**src/rtl/vid_pkg.sv**
```systemverilog
package vid_pkg;
  // kind of raster line currently being produced
  typedef enum logic {
    LN_PICTURE = 1'b0,
    LN_VSYNC   = 1'b1
  } line_kind_e;
endpackage

```
**src/rtl/vid_line_timer.sv**
```systemverilog
module vid_line_timer
  import vid_pkg::*;
#(
  parameter int LINE_TICKS     = 635,
  parameter int HSYNC_TICKS    = 47,
  parameter int VS_BLANK_TICKS = 47,
  parameter int ACTIVE_LINES   = 242,
  parameter int VSYNC_LINES    = 20,
  localparam int TOTAL_LINES   = ACTIVE_LINES + VSYNC_LINES,
  localparam int H_W           = $clog2(LINE_TICKS),
  localparam int L_W           = $clog2(TOTAL_LINES)
) (
  input  logic           clk,
  input  logic           rst_n,
  output logic [H_W-1:0] hcnt,
  output line_kind_e     kind,
  output logic           line_start,
  output logic           frame_start,
  output logic           sync_lvl
);
  localparam logic [H_W-1:0] LAST_H   = H_W'(LINE_TICKS - 1);
  localparam logic [H_W-1:0] HSYNC_H  = H_W'(HSYNC_TICKS);
  localparam logic [H_W-1:0] VSBLK_H  = H_W'(VS_BLANK_TICKS);
  localparam logic [L_W-1:0] LAST_L   = L_W'(TOTAL_LINES - 1);
  localparam logic [L_W-1:0] ACTIVE_L = L_W'(ACTIVE_LINES);

  logic [H_W-1:0] hcnt_q, hcnt_d;
  logic [L_W-1:0] lcnt_q, lcnt_d;
  logic           line_end, lcnt_en;

  // next state
  always_comb begin
    line_end = (hcnt_q == LAST_H);
    hcnt_d   = line_end ? '0 : hcnt_q + H_W'(1);
    lcnt_en  = line_end;
    lcnt_d   = (lcnt_q == LAST_L) ? '0 : lcnt_q + L_W'(1);
  end

  // registers
  always_ff @(posedge clk or negedge rst_n) begin
    if (!rst_n) begin
      hcnt_q <= '0;
      lcnt_q <= '0;
    end else begin
      hcnt_q <= hcnt_d;
      if (lcnt_en) lcnt_q <= lcnt_d;
    end
  end

  // decode
  always_comb begin
    hcnt        = hcnt_q;
    kind        = (lcnt_q < ACTIVE_L) ? LN_PICTURE : LN_VSYNC;
    line_start  = (hcnt_q == '0);
    frame_start = (hcnt_q == '0) && (lcnt_q == '0);
    if (kind == LN_PICTURE) sync_lvl = (hcnt_q >= HSYNC_H);
    else                    sync_lvl = (hcnt_q <  VSBLK_H);
  end


  hcnt_range_chk: assert property (@(posedge clk) disable iff (!rst_n)
    hcnt_q <= LAST_H);


  frame_wrap_chk: assert property (@(posedge clk) disable iff (!rst_n)
    (lcnt_q == LAST_L && hcnt_q == LAST_H) |=> (lcnt_q == '0 && hcnt_q == '0));
endmodule

```
**src/rtl/vid_fetch.sv**
```systemverilog
module vid_fetch
  import vid_pkg::*;
#(
  parameter int H_W            = 10,
  parameter int ADDR_W         = 13,
  parameter int PIX_START      = 106,
  parameter int BYTES_PER_LINE = 32,
  parameter int GROUP_TICKS    = 16
) (
  input  logic              clk,
  input  logic              rst_n,
  input  logic [H_W-1:0]    hcnt,
  input  line_kind_e        kind,
  input  logic              frame_start,
  output logic              rd_req,
  output logic [ADDR_W-1:0] rd_addr
);
  localparam logic [H_W-1:0] FIRST_H = H_W'(PIX_START - 1);
  localparam logic [H_W-1:0] LAST_H  = H_W'(PIX_START - 1 + (BYTES_PER_LINE - 1) * GROUP_TICKS);
  localparam logic [H_W-1:0] GROUP_H = H_W'(GROUP_TICKS);

  logic [ADDR_W-1:0] addr_q, addr_d;
  logic [H_W-1:0]    off;
  logic              addr_en;

  always_comb begin
    off     = hcnt - FIRST_H;
    rd_req  = (kind == LN_PICTURE) && (hcnt >= FIRST_H) && (hcnt <= LAST_H)
              && ((off % GROUP_H) == '0);
    addr_en = rd_req || frame_start;
    addr_d  = frame_start ? '0 : addr_q + ADDR_W'(1);
    rd_addr = addr_q;
  end

  always_ff @(posedge clk or negedge rst_n) begin
    if (!rst_n)       addr_q <= '0;
    else if (addr_en) addr_q <= addr_d;
  end


  req_pulse_chk: assert property (@(posedge clk) disable iff (!rst_n)
    rd_req |=> !rd_req);


  addr_step_chk: assert property (@(posedge clk) disable iff (!rst_n)
    rd_req |=> (addr_q == $past(addr_q) + ADDR_W'(1)));
endmodule

```
**src/rtl/vid_shifter.sv**
```systemverilog
module vid_shifter
  import vid_pkg::*;
#(
  parameter int H_W            = 10,
  parameter int DATA_W         = 8,
  parameter int PIX_START      = 106,
  parameter int BYTES_PER_LINE = 32,
  parameter int PIX_TICKS      = 2
) (
  input  logic              clk,
  input  logic              rst_n,
  input  logic [H_W-1:0]    hcnt,
  input  line_kind_e        kind,
  input  logic [DATA_W-1:0] rd_data,
  output logic              pix
);
  localparam int             GROUP_TICKS = DATA_W * PIX_TICKS;
  localparam logic [H_W-1:0] START_H = H_W'(PIX_START);
  localparam logic [H_W-1:0] END_H   = H_W'(PIX_START + BYTES_PER_LINE * GROUP_TICKS);
  localparam logic [H_W-1:0] GROUP_H = H_W'(GROUP_TICKS);
  localparam logic [H_W-1:0] PIX_H   = H_W'(PIX_TICKS);

  logic [DATA_W-1:0] sh_q, sh_d, base;
  logic [H_W-1:0]    off;
  logic              win, load, rot, sh_en;

  always_comb begin
    win   = (kind == LN_PICTURE) && (hcnt >= START_H) && (hcnt < END_H);
    off   = hcnt - START_H;
    load  = win && ((off % GROUP_H) == '0);
    rot   = win && ((off % PIX_H) == (PIX_H - H_W'(1)));
    sh_en = load || rot;
    base  = load ? rd_data : sh_q;
    sh_d  = rot ? {base[0], base[DATA_W-1:1]} : base;
    pix   = win && (load ? rd_data[0] : sh_q[0]);
  end

  always_ff @(posedge clk or negedge rst_n) begin
    if (!rst_n)     sh_q <= '0;
    else if (sh_en) sh_q <= sh_d;
  end
endmodule

```
**src/rtl/composite_raster_gen.sv**
```systemverilog
module composite_raster_gen
  import vid_pkg::*;
#(
  parameter int LINE_TICKS     = 635,
  parameter int HSYNC_TICKS    = 47,
  parameter int VS_BLANK_TICKS = 47,
  parameter int PIX_START      = 106,
  parameter int BYTES_PER_LINE = 32,
  parameter int DATA_W         = 8,
  parameter int PIX_TICKS      = 2,
  parameter int ACTIVE_LINES   = 242,
  parameter int VSYNC_LINES    = 20,
  localparam int H_W           = $clog2(LINE_TICKS),
  localparam int ADDR_W        = $clog2(ACTIVE_LINES * BYTES_PER_LINE + 1)
) (
  input  logic              clk,
  input  logic              rst_n,
  output logic              rd_req,
  output logic [ADDR_W-1:0] rd_addr,
  input  logic [DATA_W-1:0] rd_data,
  output logic              sync_lvl,
  output logic              pix,
  output logic              line_start,
  output logic              frame_start,
  output logic              vblank
);
  logic [H_W-1:0] hcnt;
  line_kind_e     kind;

  vid_line_timer #(
    .LINE_TICKS(LINE_TICKS), .HSYNC_TICKS(HSYNC_TICKS),
    .VS_BLANK_TICKS(VS_BLANK_TICKS), .ACTIVE_LINES(ACTIVE_LINES),
    .VSYNC_LINES(VSYNC_LINES)
  ) u_timer (
    .clk(clk), .rst_n(rst_n), .hcnt(hcnt), .kind(kind),
    .line_start(line_start), .frame_start(frame_start), .sync_lvl(sync_lvl)
  );

  vid_fetch #(
    .H_W(H_W), .ADDR_W(ADDR_W), .PIX_START(PIX_START),
    .BYTES_PER_LINE(BYTES_PER_LINE), .GROUP_TICKS(DATA_W * PIX_TICKS)
  ) u_fetch (
    .clk(clk), .rst_n(rst_n), .hcnt(hcnt), .kind(kind),
    .frame_start(frame_start), .rd_req(rd_req), .rd_addr(rd_addr)
  );

  vid_shifter #(
    .H_W(H_W), .DATA_W(DATA_W), .PIX_START(PIX_START),
    .BYTES_PER_LINE(BYTES_PER_LINE), .PIX_TICKS(PIX_TICKS)
  ) u_shift (
    .clk(clk), .rst_n(rst_n), .hcnt(hcnt), .kind(kind),
    .rd_data(rd_data), .pix(pix)
  );

  assign vblank = (kind == LN_VSYNC);


  vblank_dark_chk: assert property (@(posedge clk) disable iff (!rst_n)
    vblank |-> !pix);


  vs_line_blank_chk: assert property (@(posedge clk) disable iff (!rst_n)
    (vblank && line_start) |-> sync_lvl);


  vs_no_fetch_chk: assert property (@(posedge clk) disable iff (!rst_n)
    vblank |-> !rd_req);
endmodule

```
**config.mk**
```make
export PLATFORM = sky130hd
export DESIGN_NAME = composite_raster_gen
export DESIGN_NICKNAME = d
export VERILOG_FILES = /design/src/rtl/vid_pkg.sv /design/src/rtl/vid_line_timer.sv /design/src/rtl/vid_fetch.sv /design/src/rtl/vid_shifter.sv /design/src/rtl/composite_raster_gen.sv
export SDC_FILE = /design/constraint.sdc
export NUM_CORES = 1
export LEC_CHECK = 0
export BUFFER_PORTS_ARGS = -buffer_cell sky130_fd_sc_hd__buf_2
export CORE_MARGIN = 2
export CORE_UTILIZATION = 55
export DETAILED_ROUTE_END_ITERATION = 8
export PLACE_DENSITY = 0.76
export SLEW_MARGIN = 20
export SYNTH_ARGS = -nofsm -noshare
export SYNTH_HDL_FRONTEND = slang
export SYNTH_HIERARCHICAL = 1
export SYNTH_SLANG_ARGS = --single-unit
```
**constraint.sdc**
```tcl
create_clock -name clk -period 2.55 [get_ports clk]
set_input_delay 0.3825 -clock clk [delete_from_list [all_inputs] [get_ports clk]]
set_output_delay 0.3825 -clock clk [all_outputs]
set_load 0.02 [all_outputs]
```
==> results.cfg <==
[timing]
relSlewSlack_pct = 40.42
fin_skew_ps = 5.440
period_share_pct = 94.09
fin_hold_ws_ps = 204.4
maxSlewViolCount = 0
hold_violations = 0
timing.setup.tns_ps = 0
worst_pin_slew_ps = 893.6
fin_crit_ps = 2399
fmax_ghz = 0.4168
finalSetupViolCount = 0

[final_layout]
most-common-layout-cells = dfrtp_1, buf_2, nor2_1, a21oi_1, inv_1
layout_commonest_cell = dfrtp_1
nNetsFinal = 299
fillers = 376
fin_area_mm2 = 0.002745
final_core_util_pct = 63.48
fin_cells = 333
drive_gt1_share_pct = 25.27
synthToLayoutAreaGrowth_pct = 11.31
antenna_cells = 0

[synth]
yosysWarnings = 6
synth-xor-area-share_pct = 3.551
syn_nets = 267
synth_simple_gate_area_share_pct = 24.86
synthAdderAreaFrac_pct = 4.059
syn_avg_cell_area_um2 = 9.904
async_flop_share_pct = 100.0
ys_seq_elements = 40
syn_inst = 249
synth_top_family_by_area = simple AND/OR/NAND/NOR gates
synth_edf_count = 0
ys_types = 52
ys_seq_area_share_pct = 40.59
synthMuxAreaShare_pct = 8.473
yosys_most_used_dff = dfrtp_1
synth_area_mm2 = 0.002466
synth_compound_area_share_pct = 12.68

[routing]
firstDrtPassIters = 4
wl_met2_um = 2393
route.antenna.remaining_nets = 0
viasPerCell = 5.745
m1WireLength_um = 2301
via_count = 1913
drt-wirelength-per-cell_um = 14.71
drt-total-wl_um = 4897
drc = 0
top_layer_used = met4
met3WireLength_um = 146
drt_iter0_drc = 134

[die]
start_util_pct = 57.03
core_mm2 = 0.004324
die_area_mm2 = 0.005035
fp.dieH_um = 70.96
die_x_um = 70.96
ios = 29
rows = 24

[clock_network]
clockRootBuffer = clkbuf_8
clk_latency_ps = 290
post-cts-setup-buffer-count = 0
cts_buffers = 5
cts_tree = done
cts_max_level = 2
clk_pin_slew_ps = 80
ctsLongestPathBuffers = 2
clkSinkCount = 40

[power]
powerDensity_mw_per_mm2 = 391.4
clkPwrFrac_pct = 37.6
combPwrFrac_pct = 2.5
swShare_pct = 22.18
seqPwrFrac_pct = 59.9
power.switching_uw = 238.3
internal_power_uw = 836.1
leakagePower_nw = 1.209
irDropWorstVdd_mv = 0.1989

[outcome]
status = complete, no violations

[placement]
dp_hpwl_um = 3385
dpl-instance-area_mm2 = 0.002630
port_buffers = 28
gp_congestion = 0.8336
dp.cells = 326

[worst_setup_path]
cp-start-kind = flop
cp.arrival_ps = 2020
cp.required_ps = 2170
r2r-start = u_timer/lcnt_q[5]
r2r-end = u_fetch/rd_addr[7]
r2r_cells = 6
worst-path-max-fanout = 10
worstSetupPathType = flop to output pin
r2r_slack_ps = 490
end_kind = output pin

[global_route]
grt_pass1_vias = 1826
overflow = 0
track_usage_pct = 20.53
grt_pass1_wl_um = 8266
grt_max_degree = 41
antenna_found_initial = 0

[worst_hold_path]
hold_class = input pin to async pin

[job]
cap_viol_max_count = 0
[per-layer routing]
metal / GRT usage [%] / vias to the layer above
li1: - / 964
met1: 26.98 / 916
met2: 32.81 / 28
met3: 4.416 / 5
met4: 9.015 / 0
met5: 0 / -
[power groups by stage]
stage	combinational, mW	clock [mW]	sequential, mW
after floorplan	0.00753	0	0.656
after global placement	0.0277	0	0.656
after detailed placement	0.0280	0	0.657
after CTS	0.0280	0.408	0.644
after global routing	0.0317	0.431	0.645
final	0.0266	0.404	0.644
[cells by family (layout without fill, tap and decap cells)]
| logic type | count (synthesis) | count (layout) |
|---|---|---|
| flip-flops | 40 | 40 |
| buffers and inverters | 23 | 55 |
| XOR/XNOR | 10 | 10 |
| AND/OR/NAND/NOR | 101 | 101 |
| adder cells (fa/ha/maj) | 8 | 8 |
| AO/OA/AOI/OAI | 49 | 49 |
| multiplexers | 18 | 18 |
[synth_stat cells (all sizes together), types with 3 or more instances]
library cell | instances | area, um2
a21oi | 17 | 88.84
a22o | 6 | 52.55
and3 | 7 | 47.54
and4 | 4 | 37.54
buf | 7 | 67.56
clkbuf | 3 | 26.27
dfrtp | 40 | 1001
ha | 8 | 100.1
inv | 13 | 48.80
mux2 | 7 | 82.57
mux2i | 11 | 126.4
nand2 | 9 | 33.78
nand3 | 11 | 55.05
nand4 | 4 | 46.29
nor2 | 27 | 101.4
nor2b | 8 | 50.05
nor3 | 8 | 45.04
nor4 | 5 | 31.28
nor4b | 3 | 41.29
o21ai | 13 | 68.81
o31ai | 6 | 45.04
or3 | 3 | 18.77
or4 | 5 | 37.54
xnor2 | 7 | 61.31
xor2 | 3 | 26.28
[sequential cells by signal, indices dropped and copies added (netlist names)]
name and cells:
u_fetch/rd_addr 13, u_timer/hcnt 10, u_timer/lcnt_q 9, u_shift/sh_q 8
[through the flow]
step,power [mW],setup slack [ps]
floorplan,0.6630,39.32
global placement,0.6840,403.9
detailed placement,0.6845,368.4
CTS,1.080,42.87
global route,1.107,-9.782
finish,1.074,150.7
[worst max path at each step]
stage,from,depth (start not counted),to
2_1_floorplan,u_timer/lcnt_q[4],6,pix
3_3_place_gp,u_timer/lcnt_q[3],7,pix
3_5_place_dp,u_timer/lcnt_q[3],7,pix
4_1_cts,u_timer/lcnt_q[3],7,pix
5_1_grt,u_timer/lcnt_q[3],7,pix
6_report,u_timer/hcnt[2],7,pix
[area by class of cell]
cell class,count,area (um2),area share (%)
repair buffers,35,192.7,7.019
well taps,52,65.06,2.370
flip-flops and latches,40,1003,36.55
clock buffers,6,72.57,2.644
clock inverters,1,5.005,0.1823
inverters,13,48.80,1.778
multi-input cells,186,1358,49.45
[critical path: stages, from the launching register on]
cell and delay (ps):
dfrtp_1 350, buf_4 190, o21ai_1 100, a21oi_2 320, mux2i_2 310, mux2i_1 250
nor3_2 50, buf_2 150
[what timing repair did]
| item | 4_1_cts | 5_1_grt |
|---|---|---|
| setup endpoints to repair | 0 | 1 |
| resized for setup | 0 | 8 |
| hold endpoints to repair | 0 | 0 |
| hold buffers | 0 | 0 |
Power figures use the tool's default switching activity.
